==> src/rtl/upl_pkg.sv <==
package upl_pkg;
    localparam int NTBL    = 6;
    localparam int T_VPROG = 0;
    localparam int T_VPAT  = 1;
    localparam int T_GPROG = 2;
    localparam int T_GPAT  = 3;
    localparam int T_FOG   = 4;
    localparam int T_LUT   = 5;
    localparam logic [1:0] ID_PAGE = 2'b01;
endpackage

==> src/rtl/upl_decode.sv <==
module upl_decode
    import upl_pkg::*;
(
    input  logic            en,
    input  logic [9:0]      id,
    output logic [NTBL-1:0] ld,
    output logic [NTBL-1:0] step
);
    logic [3:0] tsel;
    logic [3:0] sub;
    logic       hit;

    assign tsel = id[7:4];
    assign sub  = id[3:0];
    assign hit  = en && (id[9:8] == ID_PAGE);

    always_comb begin
        ld   = '0;
        step = '0;
        for (int t = 0; t < NTBL; t++) begin
            if (hit && tsel == 4'(t)) begin
                ld[t]   = (sub == 4'd0);
                step[t] = sub[3];
            end
        end
    end
endmodule

==> src/rtl/upl_cursor.sv <==
module upl_cursor #(
    parameter int OFS_W = 16,
    parameter int LIMIT = 512,
    parameter bit WRAP  = 1'b0
) (
    input  logic             clk,
    input  logic             rst_n,
    input  logic             ld,
    input  logic [OFS_W-1:0] ld_val,
    input  logic             step,
    output logic [OFS_W-1:0] ofs,
    output logic             accept
);
    localparam logic [OFS_W-1:0] LIM = OFS_W'(LIMIT);

    logic in_range;
    assign in_range = WRAP || (ofs < LIM);
    assign accept   = step && in_range;

    always_ff @(posedge clk) begin
        if (!rst_n) begin
            ofs <= '0;
        end else if (ld) begin
            ofs <= WRAP ? (ld_val % LIM) : ld_val;
        end else if (accept) begin
            ofs <= WRAP ? ((ofs + 1'b1) % LIM) : (ofs + 1'b1);
        end
    end
endmodule

==> src/rtl/upl_port.sv <==
module upl_port
    import upl_pkg::*;
#(
    parameter int DW          = 32,
    parameter int OFS_W       = 16,
    parameter int VPROG_DEPTH = 512,
    parameter int GPROG_DEPTH = 4096,
    parameter int PAT_DEPTH   = 128,
    parameter int FOG_DEPTH   = 128,
    parameter int LUT_DEPTH   = 256,
    parameter int TYPE_W      = 5,
    localparam int VA_W = $clog2(VPROG_DEPTH),
    localparam int GA_W = $clog2(GPROG_DEPTH),
    localparam int PA_W = $clog2(PAT_DEPTH),
    localparam int FA_W = $clog2(FOG_DEPTH),
    localparam int LA_W = $clog2(LUT_DEPTH)
) (
    input  logic            clk,
    input  logic            rst_n,
    input  logic            wr_en,
    input  logic [9:0]      wr_id,
    input  logic [DW-1:0]   wr_data,
    input  logic            excl_cfg,
    output logic [5:0]      tbl_we,
    output logic [DW-1:0]   tbl_data,
    output logic [VA_W-1:0] vprog_addr,
    output logic [PA_W-1:0] vpat_addr,
    output logic [GA_W-1:0] gprog_addr,
    output logic [PA_W-1:0] gpat_addr,
    output logic [FA_W-1:0] fog_addr,
    output logic [TYPE_W-1:0] lut_type,
    output logic [LA_W-1:0] lut_addr,
    output logic            err
);
    localparam int LIMS [NTBL] = '{VPROG_DEPTH, PAT_DEPTH, GPROG_DEPTH,
                                   PAT_DEPTH, FOG_DEPTH, LUT_DEPTH};
    localparam bit WRAPS [NTBL] = '{1'b0, 1'b0, 1'b0, 1'b0, 1'b1, 1'b1};

    logic [NTBL-1:0]  ld, step, acc;
    logic [OFS_W-1:0] ofs [NTBL];
    logic [NTBL-1:0]  we_n;
    logic [GA_W-1:0]  gaddr_n;
    logic [PA_W-1:0]  gpaddr_n;
    logic             unused_hi;

    upl_decode u_dec (
        .en   (wr_en),
        .id   (wr_id),
        .ld   (ld),
        .step (step)
    );

    for (genvar t = 0; t < NTBL; t++) begin : g_cur
        upl_cursor #(
            .OFS_W (OFS_W),
            .LIMIT (LIMS[t]),
            .WRAP  (WRAPS[t])
        ) u_cur (
            .clk    (clk),
            .rst_n  (rst_n),
            .ld     (ld[t]),
            .ld_val (wr_data[OFS_W-1:0]),
            .step   (step[t]),
            .ofs    (ofs[t]),
            .accept (acc[t])
        );
    end

    assign unused_hi = ^{ofs[T_VPROG][OFS_W-1:VA_W], ofs[T_VPAT][OFS_W-1:PA_W],
                         ofs[T_GPROG][OFS_W-1:GA_W], ofs[T_GPAT][OFS_W-1:PA_W],
                         ofs[T_FOG][OFS_W-1:FA_W], ofs[T_LUT][OFS_W-1:LA_W]};

    always_comb begin
        we_n     = acc;
        gaddr_n  = ofs[T_GPROG][GA_W-1:0];
        gpaddr_n = ofs[T_GPAT][PA_W-1:0];
        if (acc[T_VPROG] && !excl_cfg) begin
            we_n[T_GPROG] = 1'b1;
            gaddr_n       = GA_W'(ofs[T_VPROG][VA_W-1:0]);
        end
        if (acc[T_VPAT] && !excl_cfg) begin
            we_n[T_GPAT] = 1'b1;
            gpaddr_n     = ofs[T_VPAT][PA_W-1:0];
        end
    end

    always_ff @(posedge clk) begin
        if (!rst_n) begin
            tbl_we     <= '0;
            tbl_data   <= '0;
            vprog_addr <= '0;
            vpat_addr  <= '0;
            gprog_addr <= '0;
            gpat_addr  <= '0;
            fog_addr   <= '0;
            lut_addr   <= '0;
            lut_type   <= '0;
            err        <= 1'b0;
        end else begin
            tbl_we     <= we_n;
            err        <= |(step & ~acc);
            vprog_addr <= ofs[T_VPROG][VA_W-1:0];
            vpat_addr  <= ofs[T_VPAT][PA_W-1:0];
            gprog_addr <= gaddr_n;
            gpat_addr  <= gpaddr_n;
            fog_addr   <= ofs[T_FOG][FA_W-1:0];
            lut_addr   <= ofs[T_LUT][LA_W-1:0];
            if (|acc) tbl_data <= wr_data;
            if (ld[T_LUT]) lut_type <= wr_data[8 +: TYPE_W];
        end
    end
endmodule

==> config.mk <==
export PLATFORM = sky130hd
export DESIGN_NAME = upl_port
export DESIGN_NICKNAME = d
export VERILOG_FILES = /design/src/rtl/upl_pkg.sv /design/src/rtl/upl_decode.sv /design/src/rtl/upl_cursor.sv /design/src/rtl/upl_port.sv
export SDC_FILE = /design/constraint.sdc
export NUM_CORES = 1
export LEC_CHECK = 0
export BUFFER_PORTS_ARGS = -buffer_cell sky130_fd_sc_hd__buf_2
export CORE_UTILIZATION = 50
export DETAILED_ROUTE_END_ITERATION = 8
export GPL_TIMING_DRIVEN = 0
export HOLD_SLACK_MARGIN = 0.08
export PLACE_DENSITY = 0.87
export SYNTH_ARGS = -nofsm -noshare
export SYNTH_HDL_FRONTEND = slang
export SYNTH_HIERARCHICAL = 1
export SYNTH_SLANG_ARGS = --single-unit
export TNS_END_PERCENT = 10
==> constraint.sdc <==
create_clock -name clk -period 2.2 [get_ports clk]
set_input_delay 0.11 -clock clk [delete_from_list [all_inputs] [get_ports clk]]
set_output_delay 0.11 -clock clk [all_outputs]
set_load 0.1 [all_outputs]
==> metrics.md, run 1 <==
| Metric | Value |
|---|---|
| Outcome | `finished, violations left` |
| Failing checks | `setup timing` |
| Cts bufs inserted | `17` |
| Vias | `6515` |
| Top-level I/O count | `140` |
| TritonCTS clock tree | `yes` |
| Placer Congestion | `0.915` |
| First-pass DRT Iterations | `5` |
| Syn Inst Count | `775` |
| Dpl hpwl | `13300 um` |
| Setup ws final | `-0.0163 ns` |
| Final Cell Area | `9390 um^2` |
| First-pass GRT wire length | `31400 um` |
| Critical Path RT | `2.55 ns` |
| Drt wl/cell | `16.9 um` |
| WHS | `0.159 ns` |
| CTS max path bufs | `2` |
| Congestion Overflow GR | `0` |
| Crit path DAT | `2.57 ns` |
| Slew Limit Fails | `0` |
| Final setup violation count | `2` |
| H-tree Lvls | `4` |
| VDD IR max | `0.481 mV` |
| Initial antenna violation count | `0` |
| Die W | `125 um` |
| Die Ht | `125 um` |
| Vias in the first global route | `6235` |
| Clock skew | `0.0136 ns` |
| Maximum fanout along the worst path | `8` |
| Final Hold Fails | `0` |
| RSZ-0062 raised after global routing | `yes` |
| Mean Syn Cell Area | `9.70 um^2` |
| Via density | `5.59` |
| Site Rows | `44` |
| Clock-pin slew on the worst setup and hold paths | `0.06 ns` |
| Remaining antenna violation count after routing | `0` |
| Power per cell area | `682 nW/um^2` |
| Layout cell share with drive strength beyond 1 | `24.7%` |
| # fillers | `1133` |
| Remaining DRCs | `0` |
| # nets final | `1021` |
| Setup CP Type | `input port to flop` |
| Die area | `15500 um^2` |
| Fmax | `0.451 GHz` |
| Final min period | `2.22 ns` |
| Worst slew pin tran | `0.793 ns` |
| Dpl cell area | `8450 um^2` |
| PortBufs | `139` |
| Clk_lat worst skew | `0.44 ns` |
| Root Buffer | `clkbuf_16` |
| Core area | `14600 um^2` |
| Post-place setup slack | `-0.547 ns` |
| Startpoint Class | `input port` |
| MaxCap Viol Count | `0` |
| Initial drt markers | `462` |
| Worst hold path type | `input port to flop` |
| Slew HR | `47.1%` |
| Post-Route WL | `19700 um` |
| Critical Path End Type | `flop` |
| Initial Util | `51.5%` |
| Mapped Area | `7520 um^2` |
| Total power | `6.41 mW` |
| Area grow syn2layout | `24.9%` |
| Final core utilization | `64.4%` |
| Leak | `3.94 nW` |
| Overall routing resource usage | `25.5%` |
| Largest net degree at the start of global routing | `47` |
| Yosys warns | `6` |
| Clk sinks | `173` |
| N_diodes | `0` |
| Syn Nets | `827` |
| Fin crit share | `101%` |
layout make-up:
class	count	area [um^2]	share of cell area [%]
Buffer	47	255	2.72
Tap cell	184	230	2.45
Clock inverter	13	114	1.21
Inverter	18	67.6	0.719
Multi-Input combinational cell	537	3760	40.0
Timing Repair Buffer	175	1050	11.2
Sequential cell	173	3470	36.9
Clock buffer	19	453	4.82
where the power goes:
group          leakage [nW]  switching [mW]  internal (mW)  total [mW]
Combinational          2.27           0.246          0.129       0.374
Clock                 0.280            1.27           1.62        2.89
Sequential             1.40         0.00595           3.14        3.15
state kept, by name, indices dropped and copies added, names as in the netlist, 6 cells and up:
| signal | cells |
|---|---|
| lut_addr | 8 |
| fog_addr | 7 |
| vprog_addr | 9 |
| tbl_we | 6 |
| vpat_addr | 7 |
| gpat_addr | 7 |
| gprog_addr | 12 |
| tbl_data | 32 |
| g_cur.u_cur/ofs | 79 |
cell usage in the layout, fill, tap and decap left out, types with 5 or more instances in the layout:
cell and count:
dfxtp_1 168, buf_2 142, mux2i_1 77, nand2_1 76, o21ai_0 62, and2_1 40
nor2b_1 38, a21oi_1 38, dlygate4sd3_1 32, xnor2_1 28, clkbuf_1 26, nor2_1 22
nor4_2 21, nand3_1 18, inv_1 17, clkbuf_16 17, nand4_1 15, xor2_1 10
buf_4 9, nor3_1 8, buf_6 7, ha_1 6, nand2b_1 5, clkinv_2 5
or4_1 5, nand3b_1 5, or3_1 5, dfxtp_2 5
stage by stage:
step	TNS [ns]	std cells
finish	-0.0238	1166
floorplan	0	775
detailed placement	-24.93	1098
global route	-0.621	1166
CTS	0	1163
global placement	-20.85	1098
routing by layer:
layer	wire (um)	vias to the layer above	part of all wire, %	global-route usage [%]
met4	693	0	3.5	12.5
met1	8270	3078	42	31.5
li1	-	3078	-	-
met3	1680	61	8.6	7.73
met5	0	-	0	0
met2	9030	298	46	40.4
path summary, 6_finish.rpt:
| path | to | cells past startpoint | slack, ns | start |
|---|---|---|---|---|
| max | gpat_addr[0]$_SDFF_PN0_ | 10 | -0.02 | wr_id[5] |
| min | gprog_addr[11]$_SDFF_PP0_ | 3 | 0.16 | excl_cfg |
| max reg2reg | gpat_addr[0]$_SDFF_PN0_ | 7 | 0.02 | g_cur[1].u_cur/ofs[12]$_SDFFE_PN0P_ |
| min reg2reg | tbl_data[10]$_SDFFE_PN0P_ | 2 | 0.46 | tbl_data[10]$_SDFFE_PN0P_ |
what timing repair did:
item                                    CTS  global route
endpoints found under the setup margin   19            51
hold buffers                             32             0
pin swaps                                 2             1
gates resized for setup                   3            13
gates cloned                              0             0
setup buffers                             1             3
hold endpoints to repair                 47             0
critical path, stage by stage:
cell and delay [ns]:
buf_2 0.11, nand4bb_1 0.21, clkbuf_1 0.25, nor3_1 0.57, or2b_2 0.41, nor3_4 0.18
nand2b_1 0.08, clkbuf_1 0.27, mux2i_1 0.19, nor2b_1 0.18
No activity file was read; power rests on OpenSTA's default activity.
==> run 2: changes to the inputs <==
--- a/config.mk
+++ b/config.mk
@@ -5,12 +5,12 @@
 export SDC_FILE = /design/constraint.sdc
 export NUM_CORES = 1
 export LEC_CHECK = 0
-export BUFFER_PORTS_ARGS = -buffer_cell sky130_fd_sc_hd__buf_2
-export CORE_UTILIZATION = 50
+export CORE_UTILIZATION = 57
 export DETAILED_ROUTE_END_ITERATION = 8
+export DONT_BUFFER_PORTS = 1
 export GPL_TIMING_DRIVEN = 0
 export HOLD_SLACK_MARGIN = 0.08
-export PLACE_DENSITY = 0.87
+export PLACE_DENSITY = 0.86
 export SYNTH_ARGS = -nofsm -noshare
 export SYNTH_HDL_FRONTEND = slang
 export SYNTH_HIERARCHICAL = 1
==> run 2 against run 1 <==
The flow still finishes with violations (setup timing). Clock-buffer cell count up 1. Clock skew down 0.0056 ns. Final cell count down 12%. Critical path depth down 2. Non-clock buffer count down 128. Die area down 12%. Via count down 8.8%. Critical endpoint is now tbl_data[17]$_SDFFE_PN0P_.
==> metrics.md, run 2 (synthesized netlist as in run 1, its figures left out) <==
| Metric | Value |
|---|---|
| Outcome | `finished, violations left (unchanged)` |
| Failing checks | `setup timing (unchanged)` |
| WP buf/inv | `4 (was 3)` |
| Critical Path End Type | `flop (unchanged)` |
| Final Hold Fails | `0 (unchanged)` |
| Fin crit share | `104% (was 101%)` |
| Max reg flops | `79 (unchanged)` |
| Logic pwr share | `4.1% (was 5.8%)` |
| Placer Congestion | `0.931 (was 0.915)` |
| H-tree Lvls | `4 (unchanged)` |
| Net Sw Power | `1.48 mW (was 1.52 mW)` |
| Worst hold path type | `input port to flop (unchanged)` |
| Crit path cell chain | `or4_1 > buf_2 > nor3_4 > buf_4 > nor3_4 > buf_12 > buf_6 > mux2i_1 (was buf_2 > nand4bb_1 > clkbuf_1 > nor3_1 > or2b_2 > nor3_4 > nand2b_1 > clkbuf_1 > mux2i_1 > nor2b_1)` |
| Cell count along the critical path | `8 (was 10)` |
| Setup ws final | `-0.0848 ns (was -0.0163 ns)` |
| Drt wl/cell | `18.8 um (was 16.9 um)` |
| Final setup violation count | `8 (was 2)` |
| Initial drt markers | `460 (was 462)` |
| Final core utilization | `69.4% (was 64.4%)` |
| Remaining DRCs | `0 (unchanged)` |
| Commonest non-fill, non-tap cells in the layout | `171 x dfxtp_1, 77 x nand2_1, 76 x mux2i_1 (was 168 x dfxtp_1, 142 x buf_2, 77 x mux2i_1)` |
| RSZ-0062 raised after global routing | `yes (unchanged)` |
| Core area | `12700 um^2 (was 14600 um^2)` |
| Site Rows | `41 (was 44)` |
| Setup CP Type | `flop to flop (was input port to flop)` |
| Fmax | `0.438 GHz (was 0.451 GHz)` |
| Worst path max stage delay | `0.60 ns (was 0.57 ns)` |
| Final Cell Area | `8830 um^2 (was 9390 um^2)` |
| Worst slew pin tran | `1.04 ns (was 0.793 ns)` |
| CTS max path bufs | `2 (unchanged)` |
| Slew HR | `30.9% (was 47.1%)` |
| Startpoint Class | `flop (was input port)` |
| Area grow syn2layout | `17.5% (was 24.9%)` |
| MaxCap Viol Count | `0 (unchanged)` |
| Setup TNS | `-0.183 ns (was -0.0238 ns)` |
| Post-Route WL | `19300 um (was 19700 um)` |
| Most used routing layer | `met2 (unchanged)` |
| Clk sinks | `173 (unchanged)` |
| Clock skew | `0.00797 ns (was 0.0136 ns)` |
| Critical Path RT | `2.53 ns (was 2.55 ns)` |
| Vias in the first global route | `5696 (was 6235)` |
| PortBufs | `0 (was 139)` |
| Slew Limit Fails | `0 (unchanged)` |
| Initial antenna violation count | `0 (unchanged)` |
| Reg2Reg Depth | `8 (was 7)` |
| N_diodes | `0 (unchanged)` |
| Met2 GRT Util | `48.3% (was 40.4%)` |
| Leak | `3.31 nW (was 3.94 nW)` |
| Root Buffer | `clkbuf_16 (unchanged)` |
| Top cell by count, worst path | `nor3_4 (was clkbuf_1)` |
| Regs by FF count | `g_cur.u_cur/ofs (79), tbl_data (32), gprog_addr (12) (unchanged)` |
| Layout cell share with drive strength beyond 1 | `12.1% (was 24.7%)` |
| Clk pwr share | `46.4% (was 45.1%)` |
| Cts bufs inserted | `17 (unchanged)` |
| Power per cell area | `735 nW/um^2 (was 682 nW/um^2)` |
| Dpl hpwl | `12500 um (was 13300 um)` |
| Most common cell after layout, fill and taps aside | `dfxtp_1 (unchanged)` |
| Delay-heaviest family, CP | `simple AND/OR/NAND/NOR gates (unchanged)` |
| Dpl cell area | `7740 um^2 (was 8450 um^2)` |
| Top-level I/O count | `140 (unchanged)` |
| P_int | `5.01 mW (was 4.89 mW)` |
| Switch share | `22.7% (was 23.7%)` |
| Die Ht | `117 um (was 125 um)` |
| Crit path DAT | `2.62 ns (was 2.57 ns)` |
| Met3 Resource Use GR | `7.62% (was 7.73%)` |
| Clock-pin slew on the worst setup and hold paths | `0.06 ns (about the same)` |
| Clk_lat worst skew | `0.43 ns (was 0.44 ns)` |
| WHS Path Cells | `4 (was 3)` |
| Maximum fanout along the worst path | `10 (was 8)` |
| VDD IR max | `0.545 mV (was 0.481 mV)` |
| TritonCTS clock tree | `yes (unchanged)` |
| Congestion Overflow GR | `0 (unchanged)` |
| Remaining antenna violation count after routing | `0 (unchanged)` |
| Final min period | `2.28 ns (was 2.22 ns)` |
| Overall routing resource usage | `29.1% (was 25.5%)` |
| Largest net degree at the start of global routing | `46 (was 47)` |
| Largest Register | `g_cur.u_cur/ofs (unchanged)` |
| Die W | `117 um (was 125 um)` |
| Slowest cell on crit path | `or4_1 (was nor3_1)` |
| Die area | `13700 um^2 (was 15500 um^2)` |
| Vias | `5941 (was 6515)` |
| First-pass DRT Iterations | `5 (unchanged)` |
| Initial Util | `59.1% (was 51.5%)` |
| Via density | `5.79 (was 5.59)` |
| # nets final | `893 (was 1021)` |
| First-pass GRT wire length | `29700 um (was 31400 um)` |
| Flop pwr share | `49.5% (was 49.1%)` |
| Met1 Track Usage GR | `36.0% (was 31.5%)` |
[run 2: tightest hold or removal path, stage by stage]
cell and delay [ns]:
nor4_2 0.02, buf_2 0.19, nor2_1 0.11, a21oi_1 0.06
[run 2: per-layer routing]
metal / wire length, um / share of wire (%)
met1: 8030 / 42
met4: 468 / 2.4
met2: 9230 / 48
met3: 1520 / 7.9
met5: 0 / 0
[run 2: what timing repair did]
| item | in CTS | in global routing |
|---|---|---|
| buffers inserted | 1 | 5 |
| pin swaps | 1 | 2 |
| hold buffers | 41 | 0 |
| hold endpoints to repair | 119 | 0 |
| gates resized for setup | 0 | 8 |
| endpoints found under the setup margin | 8 | 49 |
[run 2: cell type report]
class | instances | area, um^2
fillers | 975 | 3890
multi-input cells | 537 | 3750
flip-flops and latches | 173 | 3470
repair buffers | 47 | 478
clock buffers | 20 | 467
plain buffers | 47 | 249
well taps | 172 | 215
clock inverters | 12 | 136
inverters | 18 | 67.6
[run 2: power groups by stage]
stage / Clock (mW) / Combinational, mW / Sequential [mW]
6_report: 3.01 / 0.264 / 3.21
5_1_grt: 3.19 / 0.281 / 3.21
4_1_cts: 3.06 / 0.254 / 3.21
3_5_place_dp: 0 / 0.149 / 3.28
3_3_place_gp: 0 / 0.145 / 3.28
2_1_floorplan: 0 / 0.117 / 3.28
[run 2: final timing paths]
kind | startpoint | end | slack, ns
max | g_cur[1].u_cur/ofs[12]$_SDFFE_PN0P_ | tbl_data[17]$_SDFFE_PN0P_ | -0.08
max reg2reg | g_cur[1].u_cur/ofs[12]$_SDFFE_PN0P_ | tbl_data[17]$_SDFFE_PN0P_ | -0.08
min | wr_id[6] | g_cur[0].u_cur/ofs[9]$_SDFFE_PN0P_ | 0.12
min reg2reg | g_cur[4].u_cur/ofs[6]$_SDFFE_PN0P_ | fog_addr[6]$_SDFF_PN0_ | 0.50
[run 2: stage by stage]
step	std cells	power [mW]	hold WS, ns	worst slack, ns
finish	1026	6.49	0.118	-0.0848
global placement	947	3.43	0.240	-0.440
detailed placement	947	3.43	0.243	-0.468
CTS	1021	6.53	0.0945	0.00351
floorplan	775	3.40	0.232	0.0824
global route	1026	6.69	0.165	-0.0979
